===== config.mk =====
export PLATFORM = sky130hd
export DESIGN_NAME = bidir_io_port
export DESIGN_NICKNAME = d
export VERILOG_FILES = /design/src/rtl/bidir_io_port_pkg.sv /design/src/rtl/bidir_io_sync.sv /design/src/rtl/bidir_io_regs.sv /design/src/rtl/bidir_io_mix.sv /design/src/rtl/bidir_io_port.sv
export SDC_FILE = /design/constraint.sdc
export NUM_CORES = 1
export LEC_CHECK = 0
export BUFFER_PORTS_ARGS = -buffer_cell sky130_fd_sc_hd__buf_2
export CAP_MARGIN = 15
export CORE_UTILIZATION = 49
export CTS_BUF_LIST = sky130_fd_sc_hd__clkbuf_16
export CTS_CLUSTER_DIAMETER = 40
export DETAILED_ROUTE_END_ITERATION = 16
export MAX_ROUTING_LAYER = met4
export PLACE_DENSITY = 0.73
export SYNTH_ARGS = -nofsm -noshare
export SYNTH_HDL_FRONTEND = slang
export SYNTH_HIERARCHICAL = 1
export SYNTH_SLANG_ARGS = --single-unit
export TNS_END_PERCENT = 30

===== constraint.sdc =====
create_clock -name clk -period 2.4 [get_ports clk]
set_input_delay 0.24 -clock clk [delete_from_list [all_inputs] [get_ports clk]]
set_output_delay 0.24 -clock clk [all_outputs]
set_load 0.02 [all_outputs]

===== src/rtl/bidir_io_port_pkg.sv =====
// Package: shared register-select type for the bidirectional port.
// Assumes only two offsets are mapped; every other offset decodes to SEL_NONE.
package bidir_io_port_pkg;

    typedef enum logic [1:0] {
        SEL_DIR  = 2'd0,
        SEL_DATA = 2'd1,
        SEL_NONE = 2'd2
    } reg_sel_e;

endpackage


===== src/rtl/bidir_io_sync.sv =====
// Module: per-bit multi-stage synchronizer for asynchronous pin inputs.
// Assumes STAGES >= 1. Each stage clears to zero under synchronous active-low reset.
module bidir_io_sync #(
    parameter int WIDTH  = 8,
    parameter int STAGES = 2
) (
    input  logic             clk,
    input  logic             rst_n,
    input  logic [WIDTH-1:0] async_in,
    output logic [WIDTH-1:0] sync_out
);

    logic [WIDTH-1:0] stage_q [STAGES];

    for (genvar g = 0; g < STAGES; g++) begin : g_stage
        if (g == 0) begin : g_first
            // Capture the raw pin levels into the first flop.
            always_ff @(posedge clk) begin
                if (!rst_n) stage_q[g] <= '0;
                else        stage_q[g] <= async_in;
            end
        end else begin : g_next
            // Shift the value one stage further down the chain.
            always_ff @(posedge clk) begin
                if (!rst_n) stage_q[g] <= '0;
                else        stage_q[g] <= stage_q[g-1];
            end
        end
    end

    assign sync_out = stage_q[STAGES-1];

endmodule


===== src/rtl/bidir_io_regs.sv =====
// Module: direction register, data latch and floating-bit retention mask.
// Assumes write strobe and select are stable at the rising edge. The mask is
// loaded from the latch only when the direction register really changes.
module bidir_io_regs
    import bidir_io_port_pkg::*;
#(
    parameter int WIDTH = 8
) (
    input  logic             clk,
    input  logic             rst_n,
    input  logic             wr_en,
    input  reg_sel_e         sel,
    input  logic [WIDTH-1:0] wdata,
    output logic [WIDTH-1:0] dir_q,
    output logic [WIDTH-1:0] latch_q,
    output logic [WIDTH-1:0] mask_q
);

    logic dir_wr;
    logic dir_change;
    logic latch_wr;

    // Qualify the two write kinds from the decoded select.
    always_comb begin
        dir_wr     = wr_en && (sel == SEL_DIR);
        dir_change = dir_wr && (wdata != dir_q);
        latch_wr   = wr_en && (sel == SEL_DATA);
    end

    // Direction register and retention mask move together on a real change.
    always_ff @(posedge clk) begin
        if (!rst_n) begin
            dir_q  <= '0;
            mask_q <= '1;
        end else if (dir_change) begin
            dir_q  <= wdata;
            mask_q <= latch_q;
        end
    end

    // The data latch loads on every write to its offset.
    always_ff @(posedge clk) begin
        if (!rst_n)        latch_q <= '1;
        else if (latch_wr) latch_q <= wdata;
    end

endmodule


===== src/rtl/bidir_io_mix.sv =====
// Module: read-back mixing and pin drive value.
// Purely combinational. Assumes the pin inputs are already synchronized.
// PULLUP / PULLDOWN are fixed per-bit board settings.
module bidir_io_mix
    import bidir_io_port_pkg::*;
#(
    parameter int               WIDTH    = 8,
    parameter logic [WIDTH-1:0] PULLUP   = '0,
    parameter logic [WIDTH-1:0] PULLDOWN = '0
) (
    input  logic             rd_en,
    input  reg_sel_e         sel,
    input  logic [WIDTH-1:0] dir_q,
    input  logic [WIDTH-1:0] latch_q,
    input  logic [WIDTH-1:0] mask_q,
    input  logic [WIDTH-1:0] pins_sync,
    output logic [WIDTH-1:0] rdata,
    output logic [WIDTH-1:0] drive
);

    logic [WIDTH-1:0] in_bits;
    logic [WIDTH-1:0] keep_bits;
    logic [WIDTH-1:0] out_bits;
    logic [WIDTH-1:0] force_low;
    logic [WIDTH-1:0] data_view;

    // Blend pins, retained levels and driven bits; clear pulled-down inputs.
    always_comb begin
        in_bits   = pins_sync & ~dir_q;
        keep_bits = mask_q & ~dir_q;
        out_bits  = latch_q & dir_q;
        force_low = PULLDOWN & ~dir_q;
        data_view = (in_bits | keep_bits | out_bits) & ~force_low;
    end

    // Select the register view for the addressed offset.
    always_comb begin
        rdata = '0;
        if (rd_en) begin
            case (sel)
                SEL_DIR:  rdata = dir_q;
                SEL_DATA: rdata = data_view;
                default:  rdata = '0;
            endcase
        end
    end

    // Drive the latch on outputs and the pull-up pattern on inputs.
    always_comb begin
        drive = (latch_q & dir_q) | (PULLUP & ~dir_q);
    end

endmodule


===== src/rtl/bidir_io_port.sv =====
// Module: top of the bus-mapped bidirectional port.
// Assumes a synchronous single-cycle bus: writes land on the rising edge and
// read data is combinational. Offset 0 is direction, offset 1 is data.
module bidir_io_port
    import bidir_io_port_pkg::*;
#(
    parameter int               WIDTH       = 8,
    parameter int               ADDR_W      = 2,
    parameter int               SYNC_STAGES = 2,
    parameter logic [WIDTH-1:0] PULLUP      = '0,
    parameter logic [WIDTH-1:0] PULLDOWN    = '0
) (
    input  logic              clk,
    input  logic              rst_n,
    input  logic [ADDR_W-1:0] bus_addr,
    input  logic              bus_wr_en,
    input  logic              bus_rd_en,
    input  logic [WIDTH-1:0]  bus_wdata,
    output logic [WIDTH-1:0]  bus_rdata,
    input  logic [WIDTH-1:0]  pin_in,
    output logic [WIDTH-1:0]  pin_out
);

    localparam logic [ADDR_W-1:0] OFS_DIR  = ADDR_W'(0);
    localparam logic [ADDR_W-1:0] OFS_DATA = ADDR_W'(1);

    reg_sel_e         sel;
    logic [WIDTH-1:0] pins_sync;
    logic [WIDTH-1:0] dir_q;
    logic [WIDTH-1:0] latch_q;
    logic [WIDTH-1:0] mask_q;

    // Decode the offset into a register select.
    always_comb begin
        if (bus_addr == OFS_DIR)       sel = SEL_DIR;
        else if (bus_addr == OFS_DATA) sel = SEL_DATA;
        else                           sel = SEL_NONE;
    end

    bidir_io_sync #(
        .WIDTH  (WIDTH),
        .STAGES (SYNC_STAGES)
    ) u_sync (
        .clk      (clk),
        .rst_n    (rst_n),
        .async_in (pin_in),
        .sync_out (pins_sync)
    );

    bidir_io_regs #(
        .WIDTH (WIDTH)
    ) u_regs (
        .clk     (clk),
        .rst_n   (rst_n),
        .wr_en   (bus_wr_en),
        .sel     (sel),
        .wdata   (bus_wdata),
        .dir_q   (dir_q),
        .latch_q (latch_q),
        .mask_q  (mask_q)
    );

    bidir_io_mix #(
        .WIDTH    (WIDTH),
        .PULLUP   (PULLUP),
        .PULLDOWN (PULLDOWN)
    ) u_mix (
        .rd_en     (bus_rd_en),
        .sel       (sel),
        .dir_q     (dir_q),
        .latch_q   (latch_q),
        .mask_q    (mask_q),
        .pins_sync (pins_sync),
        .rdata     (bus_rdata),
        .drive     (pin_out)
    );

endmodule


==> results.cfg, run 1 <==
[timing]
setup_tns_ps = 0
min_period_over_period = 0.837
period_minus_slack_ps = 2010
finalSetupViolCount = 0
whs_ps = 179
max_freq_ghz = 0.498
tightest_slew_ps = 736
finClkSkew_ps = 2.78
drv_slew = 0
rsz0062_at_grt = false
slew_headroom = 0.510
finalHoldViolCount = 0

[outcome]
outcome = finished clean

[min_path]
hp-start = pin_in[7]
hold_path_class = input port to flip-flop
min_path_cells = 2

[drt]
ant_nets = 0
routed_wl_um = 3290
vias = 1376
wl_per_cell_um = 11.8
dr.pass1.iters = 4
viasPerCell = 4.95
drc = 0
drtIter0Drc = 64

[global_routing]
antenna_found_initial = 0
grt_overflow = 0
grt_use_total = 0.196
grt_max_degree = 57
grt_pass1_wl_um = 5040
grt_pass1_vias = 1165

[synth]
synth_edf_count = 0
synth_seq_cells = 40
synth_cell_types = 24
avgSynthCellArea_sq_um = 9.06
yosys.area_share.adder = 0
seq_area_frac_synth = 0.456
yosys.area_share.simple = 0.314
syn-num-nets = 216
synth-async-reset-ratio = 0
synth.top_cells.by_area = dfxtp_1, mux2i_1, nand2_1
synthCells = 194
synth.cell_area_sq_mm = 0.00176
muxShareOfSynthArea = 0.0911
synth_compound_area_frac = 0.0612
synthXorXnorAreaFrac = 0.0399
synth_top_area_cell = dfxtp_1
yosysTopAreaCellShare = 0.456
ys.flop_type = dfxtp_1
synth_top_family_by_area = simple AND/OR/NAND/NOR gates
synth_warnings = 6

[floorplanning]
fp.coreArea_sq_mm = 0.00339
rows = 21
die_h_um = 61.9
io_pins = 38
die-area_sq_mm = 0.00383
die_width_um = 61.9
initial_core_util = 0.519

[critical_path]
r2r_start = u_regs/dir_q[7]$_SDFFE_PN0P_
slowest_delay_ps = 480
required_ps = 2160
path_max_fanout = 16
crit_type = input port to output port
regToRegSetupSlack_ps = 510
start_kind = input port
crit_arrival_ps = 1770
r2r.worst_path.cells = 5
cpMostUsedCell = buf_2
path_cells = buf_2 > nor2b_1 > inv_2 > or3_2 > a21oi_1 > buf_2
cp_slowest_cell = or3_2
end_kind = output port
critPathLaunch = bus_addr[1]

[cts]
cts_resized = 0
cts_sinks = 40
clk_pin_slew_worst_paths_ps = 50
clockBufferDepth = 2
htree_levels = 2
clk_latency_ps = 280
postCtsSetupRepairBufs = 0
numCtsBuffers = 5
cts_tree = done
holdBufCountCts = 0
cts_root_buffer = clkbuf_16

[final_layout]
postLayoutCoreUtil = 0.618
n_antenna_cell = 0
layout-drive-gt1-share = 0.280
syn2layout_area_growth_pct = 19.1
nNetsFinal = 253

[power_and_ir_drop]
netSwitchingFraction = 0.230
power.switching_uw = 338
comb_power_share = 0.099
p_leak_uw = 0.000940
p_per_area_mw_per_mm2 = 702
pwr-share-clk = 0.422
intPower_uw = 1130
ir_drop_uv = 443
seqPwrFrac = 0.479

[placement]
place_congestion = 0.739
post-dp-hpwl_um = 2220
numPortBuffers = 37

[run]
cap_violations = 0
==> worst max-delay path: cells and delay by family <==
kind / cells / cell delay, ps
and+or+nand+nor: 2 / 820
AOI/OAI and AO/OA: 1 / 170
buffers and inverters: 3 / 540
==> metrics by stage <==
| step | setup slack (ps) | total power, uW | instance area [sq um] | cells |
|---|---|---|---|---|
| floorplan | 684 | 819 | 1760 | 194 |
| global placement | 473 | 863 | 1960 | 270 |
| detailed placement | 407 | 865 | 1960 | 270 |
| CTS | 405 | 1490 | 2090 | 278 |
| global route | 261 | 1540 | 2090 | 278 |
| finish | 391 | 1470 | 2090 | 278 |
==> cells in the mapped netlist (all sizes together), types with 2 or more instances <==
master,number
nand3,8
a21oi,8
nor2,8
nand2,32
mux2i,16
dfxtp,40
buf,4
o21ai,8
xor2,8
clkbuf,5
and2,24
nor2b,17
or3,8
inv,2
nor4,2
==> cell usage in the layout, fill, tap and decap left out, drive strengths merged <==
cell / synthesis / routed
dfxtp: 40 / 40
nand3b: 1 / 1
and2: 24 / 24
nor2b: 17 / 17
nor3b: 1 / 1
inv: 2 / 2
nand2b: 1 / 1
nor2: 8 / 8
xor2: 8 / 8
nor4: 2 / 2
mux2i: 16 / 16
clkbuf: 5 / 5
o21ai: 8 / 8
nand3: 8 / 8
clkinv: 0 / 3
a21oi: 8 / 8
buf: 4 / 39
or3: 8 / 8
nand2: 32 / 32
a2111oi: 1 / 1
==> worst paths after layout <==
path / endpoint
worst max-delay path: bus_rdata[2]
worst min-delay path: u_sync/stage_q[0][7]$_SDFF_PN0_
worst max register to register: u_regs/mask_q[1]$_SDFFE_PN1P_
worst min register to register: u_sync/stage_q[1][2]$_SDFF_PN0_
==> registers in the layout, summed over array words and instances, names as in the netlist <==
| name | count |
|---|---|
| u_sync/stage_q | 16 |
| u_regs/dir_q | 8 |
| u_regs/latch_q | 8 |
| u_regs/mask_q | 8 |
==> layout make-up <==
cell class,instances,area (sq um)
well taps,46,57.6
multi-input cells,143,890
clock buffers,5,125
flip-flops and latches,40,801
clock inverters,3,13.8
fillers,302,1290
repair buffers,39,200
inverters,2,7.51
==> power by group through the flow <==
stage               Sequential, uW  Clock (uW)  Combinational, uW
floorplan                      715           0                105
global placement               718           0                144
detailed placement             719           0                146
CTS                            704         636                148
global route                   707         668                162
finish                         704         620                146
==> routing by layer <==
layer,vias to the layer above,global-route usage,wire length [um]
li1,707,-,-
met1,642,0.223,1500
met2,23,0.316,1640
met3,4,0.0559,101
met4,0,0.0984,50
met5,-,-,0
==> kinds of logic (layout without fill, tap and decap cells) <==
kind of cell / after synthesis / count (layout)
AND/OR/NAND/NOR: 102 / 102
flip-flops: 40 / 40
AO/OA/AOI/OAI: 17 / 17
multiplexers: 16 / 16
buffers and inverters: 11 / 49
XOR/XNOR: 8 / 8
(Power assumes the default switching activity.)
==> inputs of run 2 (changes only) <==
--- a/config.mk
+++ b/config.mk
@@ -5,6 +5,7 @@
 export SDC_FILE = /design/constraint.sdc
 export NUM_CORES = 1
 export LEC_CHECK = 0
+export ABC_AREA = 1
 export BUFFER_PORTS_ARGS = -buffer_cell sky130_fd_sc_hd__buf_2
 export CAP_MARGIN = 15
 export CORE_UTILIZATION = 49
@@ -12,7 +13,7 @@
 export CTS_CLUSTER_DIAMETER = 40
 export DETAILED_ROUTE_END_ITERATION = 16
 export MAX_ROUTING_LAYER = met4
-export PLACE_DENSITY = 0.73
+export PLACE_DENSITY = 0.72
 export SYNTH_ARGS = -nofsm -noshare
 export SYNTH_HDL_FRONTEND = slang
 export SYNTH_HIERARCHICAL = 1
==> constraint.sdc (replaced) <==
create_clock -name clk -period 2 [get_ports clk]
set_input_delay 0.2 -clock clk [delete_from_list [all_inputs] [get_ports clk]]
set_output_delay 0.2 -clock clk [all_outputs]
set_load 0.02 [all_outputs]
==> run 2 against run 1 <==
  * Combinational power increased by 73%
  * Via count increased by 24%
  * Cell count rose by 30%
  * Clock power increased by 22%
  * Flip-flop and latch count did not move
  * First-iteration DRC count up 38%
  * Non-clock buffer count increased by 3
  * Worst hold slack worse by 80 ps
  * Critical path depth up 3
  * Global-route usage rose by 2.8 points
  * Clock skew grew 3.3 ps
  * Final area increased by 7.2%
  * Critical path type is now flip-flop to flip-flop
  * Largest power group unchanged
  * Highest routed layer unchanged
==> results.cfg, run 2 <==
[synth]
ys.flop_type = dfxtp_1
avgSynthCellArea_sq_um = 7.03
yosysMostFrequentCell = nand2_1
synth.cell_area_sq_mm = 0.00192
synth_edf_count = 0
synthXorXnorAreaFrac = 0.0183
synth-async-reset-ratio = 0
synth_compound_area_frac = 0.0769
seq_area_frac_synth = 0.417
synth_top_family_by_area = simple AND/OR/NAND/NOR gates
yosys.area_share.adder = 0
synth_top_area_cell = dfxtp_1
synth_common_cells = nand2_1, inv_1, dfxtp_1
yosysTopAreaCellShare = 0.417
synth_cell_types = 20
synthCells = 273
synth_seq_cells = 40
muxShareOfSynthArea = 0
yosys.area_share.simple = 0.342
syn-num-nets = 295
synth.top_cells.by_area = dfxtp_1, nand2_1, inv_1
synth_warnings = 6

[drt]
ant_nets = 0
drtIter0Drc = 88
viasPerCell = 4.72
drc = 0
routed_wl_um = 3940
dr.pass1.iters = 4
wl_per_cell_um = 10.9
vias = 1703

[placement]
place_congestion = 0.788
numPortBuffers = 37
post-dp-hpwl_um = 2660

[critical_path]
r2r_start = u_regs/dir_q[1]$_SDFFE_PN0P_
regToRegSetupSlack_ps = 380
required_ps = 2160
r2r.worst_path.cells = 9
crit_arrival_ps = 1780
r2r_end = u_regs/mask_q[4]$_SDFFE_PN1P_
cp_slowest_cell = dfxtp_1
slowest_delay_ps = 420
start_kind = flip-flop
path_max_fanout = 18
crit_type = flip-flop to flip-flop
path_cells = inv_1 > nand2_1 > nand2_1 > nand2_1 > nor2_2 > nand2_2 > nand2_1 > nand2_1 > nand3_1
cpMostUsedCell = nand2_1
end_kind = flip-flop

[cts]
numCtsBuffers = 5
cts_tree = done
clk_pin_slew_worst_paths_ps = 60
postCtsSetupRepairBufs = 0
holdBufCountCts = 0
clk_latency_ps = 280
htree_levels = 2
cts_root_buffer = clkbuf_16
cts_sinks = 40
cts_resized = 0
clockBufferDepth = 2

[timing]
max_freq_ghz = 0.617
finClkSkew_ps = 6.09
drv_slew = 0
tightest_slew_ps = 482
finalHoldViolCount = 0
slew_headroom = 0.678
setup_tns_ps = 0
finalSetupViolCount = 0
min_period_over_period = 0.811
period_minus_slack_ps = 1620
rsz0062_at_grt = false

[outcome]
outcome = finished clean

[final_layout]
layout-drive-gt1-share = 0.220
syn2layout_area_growth_pct = 17.0
max_flop_register = u_sync/stage_q
final_cell_mix = nand2_1, inv_1, dfxtp_1
n_antenna_cell = 0
final_common_cell = nand2_1
postLayoutCoreUtil = 0.604
largest_register_ffs = 16
nNetsFinal = 334

[floorplanning]
die_width_um = 64.6
die-area_sq_mm = 0.00417
rows = 22
fp.coreArea_sq_mm = 0.00372
die_h_um = 64.6
initial_core_util = 0.516
io_pins = 38

[global_routing]
antenna_found_initial = 0
grt_use_total = 0.224
grt_overflow = 0
grt_pass1_vias = 1575
grt_pass1_wl_um = 6890
grt_max_degree = 25

[run]
cap_violations = 0

[power_and_ir_drop]
seqPwrFrac = 0.463
p_leak_uw = 0.00127
p_per_area_mw_per_mm2 = 835
netSwitchingFraction = 0.259
comb_power_share = 0.135
pwr-share-clk = 0.402
ir_drop_uv = 805
power.switching_uw = 486
intPower_uw = 1390

[min_path]
whs_endpoint = u_sync/stage_q[0][5]$_SDFF_PN0_
hold_path_class = input port to flip-flop
hp-start = pin_in[5]
min_path_cells = 3
## run 2: changes by cell type in the layout (fill, tap and decap cells not counted), sizes merged, moves of 16 or more
cell   previous run  this run
and2             24         0
nand2            32        99
mux2i            16         0
inv               2        50
nor2b            17         0
nand3             8        32
## run 2: how the worst max path moves through the flow
stage | startpoint | end | depth (start not counted)
floorplan | bus_addr[0] | bus_rdata[0] | 6
global placement | u_regs/dir_q[1]$_SDFFE_PN0P_ | u_regs/mask_q[4]$_SDFFE_PN1P_ | 9
detailed placement | u_regs/dir_q[1]$_SDFFE_PN0P_ | u_regs/mask_q[4]$_SDFFE_PN1P_ | 9
CTS | u_regs/dir_q[1]$_SDFFE_PN0P_ | u_regs/mask_q[4]$_SDFFE_PN1P_ | 9
global route | u_regs/dir_q[1]$_SDFFE_PN0P_ | u_regs/mask_q[4]$_SDFFE_PN1P_ | 9
finish | u_regs/dir_q[1]$_SDFFE_PN0P_ | u_regs/mask_q[4]$_SDFFE_PN1P_ | 9
## run 2: power by group through the flow
stage / combinational (uW) / clock (uW) / sequential, uW
floorplan: 189 / 0 / 878
global placement: 246 / 0 / 885
detailed placement: 252 / 0 / 885
CTS: 254 / 777 / 868
global route: 287 / 812 / 874
finish: 253 / 754 / 869
## run 2: critical path: cells and delay by family, from the launching register on
family	cells	cell delay, ps
flops	1	420
simple gates	8	1020
buf+inv	1	70
## run 2: cell families (layout without fill, tap and decap cells)
logic type | Yosys count | in the layout
AND/OR/NAND/NOR | 146 | 146
buffers and inverters | 59 | 99
flip-flops | 40 | 40
AO/OA/AOI/OAI | 24 | 24
XOR/XNOR | 4 | 4
## run 2: area by class of cell
type | instances | area (sq um)
inverters | 49 | 184
fillers | 341 | 1470
multi-input cells | 174 | 838
repair buffers | 42 | 223
flip-flops and latches | 40 | 801
well taps | 48 | 60.1
clock buffers | 5 | 125
clock inverters | 3 | 15.0
## run 2: stage by stage
step / setup slack [ps] / hold WS [ps] / power (uW) / area [sq um] / std cells
finish: 378 / 99.1 / 1880 / 2250 / 361
global route: 206 / 95.2 / 1970 / 2250 / 361
detailed placement: 385 / 387 / 1140 / 2110 / 353
CTS: 379 / 92.2 / 1900 / 2250 / 361
floorplan: 578 / 292 / 1070 / 1920 / 273
global placement: 445 / 381 / 1130 / 2110 / 353
## run 2: per-layer routing
layer / up-vias / wire, um / track usage
met4: 0 / 57 / 0.0778
met5: - / 0 / -
met3: 8 / 220 / 0.0775
li1: 907 / - / -
met1: 742 / 1910 / 0.265
met2: 46 / 1750 / 0.354
